[config.mk]
export PLATFORM = sky130hd
export DESIGN_NAME = sio_rx_unit
export DESIGN_NICKNAME = d
export VERILOG_FILES = /design/src/rtl/sio_rx_pkg.sv /design/src/rtl/sio_rx_sync.sv /design/src/rtl/sio_rx_clkgen.sv /design/src/rtl/sio_rx_shift.sv /design/src/rtl/sio_rx_unit.sv
export SDC_FILE = /design/constraint.sdc
export NUM_CORES = 1
export LEC_CHECK = 0
export BUFFER_PORTS_ARGS = -buffer_cell sky130_fd_sc_hd__clkbuf_2
export CAP_MARGIN = 10
export CORE_ASPECT_RATIO = 1.2
export CORE_MARGIN = 4
export CORE_UTILIZATION = 49
export DETAILED_ROUTE_END_ITERATION = 8
export GPL_TIMING_DRIVEN = 0
export PLACE_DENSITY_LB_ADDON = 0.1
export SYNTH_ARGS = -nofsm -noshare
export SYNTH_HDL_FRONTEND = slang
export SYNTH_SLANG_ARGS = --single-unit
[constraint.sdc]
create_clock -name clk -period 1.64 [get_ports clk]
set_input_delay 0.246 -clock clk [delete_from_list [all_inputs] [get_ports clk]]
set_output_delay 0.246 -clock clk [all_outputs]
set_load 0.1 [all_outputs]
[src/rtl/sio_rx_pkg.sv]
package sio_rx_pkg;

    typedef enum logic {
        RX_IDLE = 1'b0,
        RX_RUN  = 1'b1
    } rx_state_e;

    localparam int RX_BYTE_W = 8;

endpackage

[src/rtl/sio_rx_sync.sv]
module sio_rx_sync #(
    parameter int W      = 2,
    parameter int STAGES = 2
) (
    input  logic         clk,
    input  logic         rst_n,
    input  logic [W-1:0] async_i,
    output logic [W-1:0] sync_o,
    output logic [W-1:0] rise_o
);

    localparam int CHAIN = STAGES + 1;

    for (genvar b = 0; b < W; b++) begin : g_bit
        logic [CHAIN-1:0] chain_d, chain_q;

        always_comb begin
            chain_d = {chain_q[CHAIN-2:0], async_i[b]};
        end

        always_ff @(posedge clk or negedge rst_n) begin
            if (!rst_n) chain_q <= '0;
            else        chain_q <= chain_d;
        end

        assign sync_o[b] = chain_q[STAGES-1];
        assign rise_o[b] = chain_q[STAGES-1] & ~chain_q[STAGES];


        single_rise_chk: assert property (@(posedge clk) disable iff (!rst_n)
            rise_o[b] |=> !rise_o[b]);
    end

endmodule

[src/rtl/sio_rx_clkgen.sv]
module sio_rx_clkgen #(
    parameter int DIV = 8
) (
    input  logic clk,
    input  logic rst_n,
    input  logic en_i,
    output logic sck_o,
    output logic rise_o
);

    localparam int HALF = DIV / 2;
    localparam int CW   = (HALF > 1) ? $clog2(HALF) : 1;
    localparam logic [CW-1:0] LAST = CW'(HALF - 1);

    typedef struct packed {
        logic [CW-1:0] cnt;
        logic          sck;
    } gen_t;

    gen_t q, d;

    always_comb begin
        d = q;
        if (!en_i) begin
            d.cnt = '0;
            d.sck = 1'b1;
        end else if (q.cnt == LAST) begin
            d.cnt = '0;
            d.sck = ~q.sck;
        end else begin
            d.cnt = q.cnt + 1'b1;
        end
    end

    always_ff @(posedge clk or negedge rst_n) begin
        if (!rst_n) q <= '{cnt: '0, sck: 1'b1};
        else        q <= d;
    end

    assign sck_o  = q.sck;
    assign rise_o = en_i && (q.cnt == LAST) && !q.sck;


    idle_high_chk: assert property (@(posedge clk) disable iff (!rst_n)
        !en_i |=> sck_o);


    half_bound_chk: assert property (@(posedge clk) disable iff (!rst_n)
        q.cnt <= LAST);

endmodule

[src/rtl/sio_rx_shift.sv]
module sio_rx_shift #(
    parameter int W = 8
) (
    input  logic         clk,
    input  logic         rst_n,
    input  logic         clr_i,
    input  logic         en_i,
    input  logic         bit_i,
    output logic [W-1:0] word_o,
    output logic         last_o,
    output logic         empty_o
);

    localparam int CNTW = $clog2(W);
    localparam logic [CNTW-1:0] TOP = CNTW'(W - 1);

    typedef struct packed {
        logic [W-1:0]    sh;
        logic [CNTW-1:0] cnt;
    } shf_t;

    shf_t q, d;

    always_comb begin
        d = q;
        if (clr_i) begin
            d.sh  = '0;
            d.cnt = '0;
        end else if (en_i) begin
            d.sh  = {bit_i, q.sh[W-1:1]};
            d.cnt = (q.cnt == TOP) ? '0 : q.cnt + 1'b1;
        end
    end

    always_ff @(posedge clk or negedge rst_n) begin
        if (!rst_n) q <= '0;
        else        q <= d;
    end

    assign word_o  = {bit_i, q.sh[W-1:1]};
    assign last_o  = (q.cnt == TOP);
    assign empty_o = (q.cnt == '0);


    clear_empty_chk: assert property (@(posedge clk) disable iff (!rst_n)
        clr_i |=> empty_o);

endmodule

[src/rtl/sio_rx_unit.sv]
module sio_rx_unit #(
    parameter int DATA_W      = sio_rx_pkg::RX_BYTE_W,
    parameter int DIV         = 8,
    parameter int SYNC_STAGES = 2
) (
    input  logic              clk,
    input  logic              rst_n,
    input  logic              rx_mode_i,
    input  logic              run_i,
    input  logic              inhibit_i,
    input  logic              ext_clk_i,
    input  logic              rd_i,
    input  logic              sck_i,
    input  logic              sd_i,
    output logic              sck_o,
    output logic              sck_oe_o,
    output logic              busy_o,
    output logic              buf_full_o,
    output logic [DATA_W-1:0] buf_data_o
);

    import sio_rx_pkg::*;

    typedef struct packed {
        rx_state_e         st;
        logic [DATA_W-1:0] data;
        logic              full;
    } ctl_t;

    ctl_t q, d;

    logic [1:0]        pin_sync, pin_rise;
    logic              int_rise, sck_int;
    logic [DATA_W-1:0] word;
    logic              last_bit, no_bits;
    logic              keep_going, gen_en, take, shf_clr;

    sio_rx_sync #(.W(2), .STAGES(SYNC_STAGES)) u_sync (
        .clk     (clk),
        .rst_n   (rst_n),
        .async_i ({sd_i, sck_i}),
        .sync_o  (pin_sync),
        .rise_o  (pin_rise)
    );

    always_comb begin
        keep_going = (q.st == RX_RUN) && rx_mode_i && !inhibit_i
                     && !(no_bits && !run_i);
        gen_en     = keep_going && !ext_clk_i && !q.full;
        take       = keep_going && (ext_clk_i ? pin_rise[0] : int_rise);
        shf_clr    = !keep_going;
    end

    sio_rx_clkgen #(.DIV(DIV)) u_clkgen (
        .clk    (clk),
        .rst_n  (rst_n),
        .en_i   (gen_en),
        .sck_o  (sck_int),
        .rise_o (int_rise)
    );

    sio_rx_shift #(.W(DATA_W)) u_shift (
        .clk     (clk),
        .rst_n   (rst_n),
        .clr_i   (shf_clr),
        .en_i    (take),
        .bit_i   (pin_sync[1]),
        .word_o  (word),
        .last_o  (last_bit),
        .empty_o (no_bits)
    );

    always_comb begin
        d      = q;
        d.full = q.full && !rd_i;
        if (!rx_mode_i) begin
            d.st   = RX_IDLE;
            d.data = '0;
            d.full = 1'b0;
        end else if (inhibit_i) begin
            d.st = RX_IDLE;
        end else if (q.st == RX_IDLE) begin
            if (run_i) d.st = RX_RUN;
        end else if (!keep_going) begin
            d.st = RX_IDLE;
        end else if (take && last_bit) begin
            d.data = word;
            d.full = 1'b1;
        end
    end

    always_ff @(posedge clk or negedge rst_n) begin
        if (!rst_n) q <= '{st: RX_IDLE, data: '0, full: 1'b0};
        else        q <= d;
    end

    assign sck_o      = sck_int;
    assign sck_oe_o   = !ext_clk_i;
    assign busy_o     = (q.st == RX_RUN);
    assign buf_full_o = q.full;
    assign buf_data_o = q.data;


    start_chk: assert property (@(posedge clk) disable iff (!rst_n)
        (rx_mode_i && run_i && !inhibit_i && !busy_o) |=> busy_o);


    abort_chk: assert property (@(posedge clk) disable iff (!rst_n)
        (rx_mode_i && inhibit_i) |=> (!busy_o && sck_o));


    stall_chk: assert property (@(posedge clk) disable iff (!rst_n)
        buf_full_o |-> sck_o);


    idle_sck_chk: assert property (@(posedge clk) disable iff (!rst_n)
        !busy_o |-> sck_o);


    mode_clear_chk: assert property (@(posedge clk) disable iff (!rst_n)
        !rx_mode_i |=> (!busy_o && !buf_full_o && buf_data_o == '0));


    full_origin_chk: assert property (@(posedge clk) disable iff (!rst_n)
        $rose(buf_full_o) |-> $past(busy_o));


    idle_data_chk: assert property (@(posedge clk) disable iff (!rst_n)
        (rx_mode_i && !busy_o) |=> $stable(buf_data_o));

endmodule

Word-level counts from Yosys, hierarchy flattened. Cells that the tools add are included.

Register bits: 29. Memory bits (read-only): 0. Output and inout port bits: 12. Input bits: 9. Bits in writable memories: 0. Word-level logic and storage cells: 58. Memories kept: 0. Bits in latches: 0.

Mux-type cells: 16. $lt $le $gt $ge: 0. Add/subtract/negate cells: 2. Reduce and logical (&&, ||, !) cells: 20. Shift-type cells: 0. Multiply operators: 0. Equality and inequality tests: 8. Bitwise logic cells: 3. Divide/modulo/power cells: 0.

Operators with widths (number): $mux W9 (4); $mux W11 (2); $logic_and A1 B1 Y1 (11); $mux W10 (1); $ne A2 B1 Y1 const B (4); $logic_not A1 Y1 (7); $mux W1 (6); $mux W3 (2); $ne A2 B2 Y1 const B (2); $reduce_and A4 Y1 (1); $add A3 B1 Y3 const B (1); $eq A3 B3 Y1 const B (1); $logic_not A3 Y1 (1); $add A2 B1 Y2 const B (1); $eq A2 B2 Y1 const B (1); $mux W2 (1); $not A1 Y1 (2); $and A1 B1 Y1 (1).

Longest topological paths before layout. Gate-level depths: netlist of run 1.

Word-level depth: 16. Gate-level depth with buffers: 6. Depth with buffers taken out: 5.

Cells and area by module. A second synthesis of run 1 with hierarchy kept.

Cells, all modules: 115. Area total of the unflattened synthesis: 1332.5 um^2.

By module, submodules not included: sio_rx_shift (times used 1, cells an instance 47, sequential area each 250.2 um^2, area an instance 520.5 um^2); sio_rx_unit (times used 1, cells an instance 49, sequential area each 250.2 um^2, area an instance 493.0 um^2); sio_rx_sync (times used 1, cells an instance 10, sequential area each 150.1 um^2, area an instance 192.7 um^2); sio_rx_clkgen (times used 1, cells an instance 9, sequential area each 76.3 um^2, area an instance 126.4 um^2).

Worst setup path before layout of run 1. Ideal clock, no wire load.

Kind: register to register. From: reg q, in the netlist buf_full_o. To: reg u_shift.q[0] (netlist name). Path slack: -0.166 ns. Setup time: 0.124 ns. Path buffers: 1. Clock period less this slack: 1.806 ns. Data arrival time: 1.682 ns. Stages on the path, launching flop included: 5. Required time: 1.516 ns. Path through: dfrtp_1 -> or4b_1 -> buf_6 -> nand3_1 -> a21oi_1.

Cells in the longest elaborated chain, start to end: 7.

RTL lines: start: declaration (line sio_rx_unit.sv:30) `ctl_t q, d;`; start signal: assignment (line sio_rx_unit.sv:93) `if (!rst_n) q <= '{st: RX_IDLE, data: '0, full: 1'b0};`; $logic_not A1 Y1 (line sio_rx_unit.sv:49) `gen_en = keep_going && !ext_clk_i && !q.full;`; $logic_and A1 B1 Y1 (line sio_rx_unit.sv:49); $logic_and A1 B1 Y1 (2 in a row) (line sio_rx_clkgen.sv:41) `assign rise_o = en_i && (q.cnt == LAST) && !q.sck;`; $mux W1 (line sio_rx_unit.sv:50) `take = keep_going && (ext_clk_i ? pin_rise[0] : int_rise);`; $logic_and A1 B1 Y1 (line sio_rx_unit.sv:50); $ne A2 B1 Y1 (no source line); end signal: assignment (line sio_rx_shift.sv:36) `if (!rst_n) q <= '0;`; end signal: assignment (line sio_rx_shift.sv:37) `else q <= d;`; end: declaration (line sio_rx_shift.sv:22) `shf_t q, d;`.

Every way passes these cells. A chain may end at the register's enable or synchronous reset.

==> results.yml, run 1 <==
logic_synthesis:
  synth-seq-area-share_pct: 56.04
  avgSynthCellArea_um2: 10.89
  syn_area_um2: 1252
  ys_ff_latch: 28
  synth_nets: 128
  synth.distinct_cells: 29
  synthCells: 115
  yosys_warnings: 0
timing:
  hold_viol: 0
  min_period_ns: 1.620
  tightest_slew_ns: 0.6947
  fin_crit_sh_pct: 98.81
  relSlewSlack_pct: 53.69
  fin_worst_skew_ns: 0.008123
  final-setup-viol-count: 0
  max_freq_mhz: 617.1
  maxSlewViolCount: 0
  setup_ws_ns: 0.01957
  rsz0062_at_grt: "true"
  holdWs_ns: 0.1521
global_route:
  grt_start_max_net_pins: 29
  grt_pass1_vias: 918
  grt_pass1_wl_um: 4029
  antenna_found_initial: 0
  overflow: 0
  grt_use_total_pct: 15.86
cells_and_area:
  insertedDiodeCount: 0
  drive_above_1_share_pct: 26.39
  layout_common_cells: "dfrtp_1, clkbuf_2, inv_1, a21oi_1, nand3_1"
  area_delta_synth_final_pct: 20.28
  fin_nets: 158
  final_common_cell: "dfrtp_1"
  design_area_um2: 1506
detailed_routing:
  drt-wirelength-per-cell_um: 14.01
  routed_wl_um: 2452
  drtAntennaViolNets: 0
  drtIter0Drc: 22
  drc: 0
  dr.pass1.iters: 4
  vias: 906
  vias_per_cell: 5.177
worst_setup_path:
  worstSetupPathType: "reg2reg"
  worst-path-buf-inv: 2
  cpLargestDelayFamily: "flip-flops"
  slowest_stage: "dfrtp_1"
  crit_required_ns: 1.87
  path_cells: "inv_1, ha_1, or3b_1, o211a_1, buf_6, o21a_1"
  cp_max_fo: 4
  end_kind: "register"
  reg2reg_slack_ns: 0.02
  crit_arrival_ns: 1.85
  startpoint_type: "register"
  slowest_delay_ns: 0.45
clocking:
  h-tree-depth: 1
  clk_latency_ns: 0.32
  cts_buffers: 3
  cts_tree: "built"
  clkTransAtPathRegs_ns: 0.15
  cts_sinks: 28
  cts-root-buf: "clkbuf_4"
  clockBufferDepth: 2
power_and_ir_drop:
  total_power_mw: 1.106
  power_density_nw_per_um2: 734.0
  power.switching_mw: 0.2507
  pwr-share-clk_pct: 29.9
  power_frac_seq_pct: 63.5
  intPower_mw: 0.8550
  max-vdd-ir-drop_v: 0.0006138
  swShare_pct: 22.67
  combPwrFrac_pct: 6.6
  leakage_nw: 0.6732
floorplan:
  rows: 19
  core-area_um2: 2377
  dieArea_um2: 3432
  die_w_um: 54.15
  ios: 21
  start_util_pct: 52.68
  die_y_um: 63.38
job:
  maxCapViolCount: 0
placed_design:
  place_congestion: 0.8049
  place_hpwl_um: 1659
  placed_area_um2: 1398
  numPortBuffers: 20
  pre_cts_ws_ns: -0.01454
run_status:
  status: "completed"
min_path:
  hold_path.class: "in2reg"
==> cells in the mapped netlist, drive strengths merged <==
cell type	count	area share [%]
a21oi	11	4.4
nor2	2	0.60
nand2	8	2.4
xnor2	1	0.70
inv	11	3.3
nand4b	1	0.70
o21a	1	0.60
o21ai	10	4.0
nor2b	2	1.0
dfrtp	27	54
nand2b	2	1.0
nand3b	2	1.5
and4b	1	0.80
mux2i	8	6.4
nand3	10	4.0
or4b	1	0.80
ha	4	4.0
dfstp	1	2.1
and3b	1	0.70
nor4b	3	2.6
buf	5	2.7
or3b	1	0.70
clkbuf	1	0.30
o211a	1	0.80
==> final timing paths <==
kind / startpoint / end / depth (start not counted)
max in group asynchronous: rst_n / buf_full_o / 2
worst max register to register: u_shift.q[0] / buf_full_o / 6
min in group asynchronous: rst_n / u_sync.g_bit[0].chain_q[2] / 2
worst max-delay path: u_shift.q[0] / buf_full_o / 6
worst min register to register: u_sync.g_bit[0].chain_q[0] / u_sync.g_bit[0].chain_q[1] / 0
worst min-delay path: inhibit_i / busy_o / 3
==> worst register-to-register path, cell delays in order, from the launching register on <==
cell     delay, ns
dfrtp_1       0.45
inv_1         0.08
ha_1          0.13
or3b_1        0.37
o211a_1       0.18
buf_6         0.15
o21a_1        0.18
==> metrics by stage <==
stage          TNS [ns]  utilization (%)  std cells
2_1_floorplan         0                -        115
3_3_place_gp          0            58.79        166
3_5_place_dp   -0.01454            58.79        166
4_1_cts               0            61.53        172
5_1_grt         -0.1323            63.37        175
6_report              0            63.37        175
==> power by group through the flow <==
stage	clock network [mW]	logic [mW]	registers, mW
after global routing	0.372	0.0815	0.703
after global placement	0	0.0668	0.714
after CTS	0.349	0.0728	0.702
final	0.330	0.0732	0.702
after detailed placement	0	0.0685	0.715
after floorplan	0	0.0275	0.721
==> layer usage <==
layer	up-vias	GRT usage, %	routed length [um]
met3	2	2.123	66
met1	441	17.36	1021
met4	0	7.165	23
li1	451	-	-
met5	-	0	0
met2	12	28.59	1340
==> final cells by class <==
class                      instances  area (um2)
tap                               31       38.79
buffer                             6       43.79
fill                             205       870.8
sequential                        28       708.2
timing repair buffer              25       151.4
multi-input combinational         70       486.7
clock buffer                       4       36.28
inverter                          11       41.29
==> flip-flops by register name, summed over array words and instances, names as in the netlist <==
register / cells
u_clkgen.q: 2
busy_o: 1
u_clkgen.sck_o: 1
buf_data_o: 8
u_shift.q: 3
u_shift.word_o: 7
u_sync.g_bit.chain_q: 5
buf_full_o: 1
==> cells by family after synthesis <==
logic type               after synthesis  share of synthesized area (%)
flip-flops                            28                          56.04
AND/OR/NAND/NOR                       34                          16.78
buffers and inverters                 17                          6.293
adder cells (fa/ha/maj)                4                          3.996
multiplexers                           8                          6.394
XOR/XNOR                               1                         0.6994
AO/OA/AOI/OAI                         23                          9.790
==> what timing repair did <==
action / in CTS / in global routing
gates resized for setup: 3 / 6
pin swaps: 0 / 2
gates cloned: 0 / 1
endpoints found under the hold margin: 28 / 1
hold buffers: 2 / 1
endpoints found under the setup margin: 10 / 19
buffers inserted: 0 / 1
No activity file was read; power rests on OpenSTA's default activity.
==> run 2: changes to the inputs <==
PLACE_DENSITY = 0.81   (was default)
PLACE_DENSITY_LB_ADDON = default   (was 0.1)
==> run 2 against run 1 <==
  * Die area did not move
  * Via count rose by 8.3%
  * Wire length rose by 15%
  * Core utilization rose by 2.5 points
  * Clock skew fell by 0.0048 ns
  * Critical path type unchanged
  * Largest power group unchanged
==> results.yml, run 2 (synthesized netlist as in run 1, its figures left out) <==
power_and_ir_drop:
  max-vdd-ir-drop_v: 0.0005544
  power.switching_mw: 0.2656
  swShare_pct: 21.53
  leakage_nw: 0.6971
  pwr-share-clk_pct: 36.9
  combPwrFrac_pct: 6.2
  intPower_mw: 0.9680
  total_power_mw: 1.234
  power_frac_seq_pct: 57.0
  power_density_nw_per_um2: 787.5
detailed_routing:
  drtAntennaViolNets: 0
  vias: 981
  dr.pass1.iters: 5
  vias_per_cell: 5.542
  drt-wirelength-per-cell_um: 15.92
  drc: 0
  drtIter0Drc: 28
  routed_wl_um: 2818
global_route:
  grt_start_max_net_pins: 29
  grt_pass1_wl_um: 4485
  grt_use_total_pct: 17.53
  grt_pass1_vias: 1048
  overflow: 0
  antenna_found_initial: 0
timing:
  min_period_ns: 1.628
  relSlewSlack_pct: 53.65
  hold_viol: 0
  setup_ws_ns: 0.01183
  fin_crit_sh_pct: 99.28
  tightest_slew_ns: 0.6952
  maxSlewViolCount: 0
  final-setup-viol-count: 0
  rsz0062_at_grt: "true"
  fin_worst_skew_ns: 0.003294
  setup_tns_ns: 0
  holdWs_ns: 0.1482
  max_freq_mhz: 614.2
cells_and_area:
  area_delta_synth_final_pct: 25.07
  final_common_cell: "dfrtp_1"
  largest_reg_flops: 8
  utilization_pct: 65.89
  insertedDiodeCount: 0
  design_area_um2: 1567
  drive_above_1_share_pct: 30.14
  layout_common_cells: "dfrtp_1, clkbuf_2, inv_1"
  fin_nets: 160
  stdcell_count: 177
clocking:
  cts_tree: "built"
  clkTransAtPathRegs_ns: 0.15
  h-tree-depth: 1
  cts-root-buf: "clkbuf_4"
  cts_buffers: 3
  clockBufferDepth: 2
  cts_sinks: 28
  clk_latency_ns: 0.33
job:
  maxCapViolCount: 0
worst_setup_path:
  reg2reg_depth: 6
  startpoint_type: "register"
  r2r_start: "u_shift.q[0]"
  cp_max_fo: 5
  r2r-end: "buf_data_o[0]"
  crit_arrival_ns: 1.89
  crit_required_ns: 1.90
  reg2reg_slack_ns: 0.01
  worstSetupPathType: "reg2reg"
  end_kind: "register"
placed_design:
  pre_cts_ws_ns: -0.01067
  place_congestion: 0.7444
  place_hpwl_um: 1873
  placed_area_um2: 1398
  placedCellCount: 166
  numPortBuffers: 20
floorplan:
  start_util_pct: 52.68
  die_y_um: 63.38
  dieArea_um2: 3432
  rows: 19
  ios: 21
  die_w_um: 54.15
  core-area_um2: 2377
min_path:
  hold_path.startpoint: "inhibit_i"
  hold_path.class: "in2reg"
  min_to: "busy_o"
  min_path_cells: 3
run_status:
  status: "completed"
==> run 2: worst max-delay path by stage <==
stage | start | endpoint | depth (start not counted)
floorplan | buf_full_o | u_shift.q[0] | 4
global placement | u_shift.q[0] | buf_full_o | 6
detailed placement | u_shift.q[0] | buf_full_o | 6
CTS | u_shift.q[0] | buf_full_o | 6
global route | u_shift.q[0] | u_shift.word_o[1] | 6
finish | u_shift.q[0] | buf_data_o[0] | 6
==> run 2: worst max-delay path, stage by stage, from the launching register on <==
cell     delay, ns
dfrtp_1       0.42
ha_2          0.23
ha_4          0.14
and4b_1       0.20
o211a_1       0.21
buf_6         0.16
mux2i_2       0.21
==> run 2: area by class of cell <==
cell class                 instances  area [um2]
inverter                          11       41.29
multi-input combinational         70       511.7
tap                               31       38.79
timing repair buffer              27       166.4
buffer                             6       47.55
clock buffer                       3       22.52
clock inverter                     1       30.03
sequential                        28       708.2
fill                             187       810.8
==> run 2: power groups by stage <==
stage	clock (mW)	combinational, mW	sequential [mW]
detailed placement	0	0.0679	0.716
finish	0.455	0.0760	0.703
global route	0.488	0.0840	0.704
CTS	0.464	0.0744	0.703
global placement	0	0.0655	0.714
floorplan	0	0.0275	0.721
==> run 2: layer usage <==
metal	share of wire [%]	vias up	global-route usage, %
met5	0	-	0
met3	3.4	8	2.594
met1	39	484	19.41
li1	-	456	-
met4	2.5	0	9.969
met2	55	33	30.24
==> run 2: what timing repair did <==
action | CTS | global route
endpoints found under the setup margin | 4 | 19
cloned | 0 | 1
pin swaps | 0 | 3
endpoints found under the hold margin | 29 | 0
hold buffers | 3 | 0
buffers inserted | 0 | 3
gates resized for setup | 3 | 11
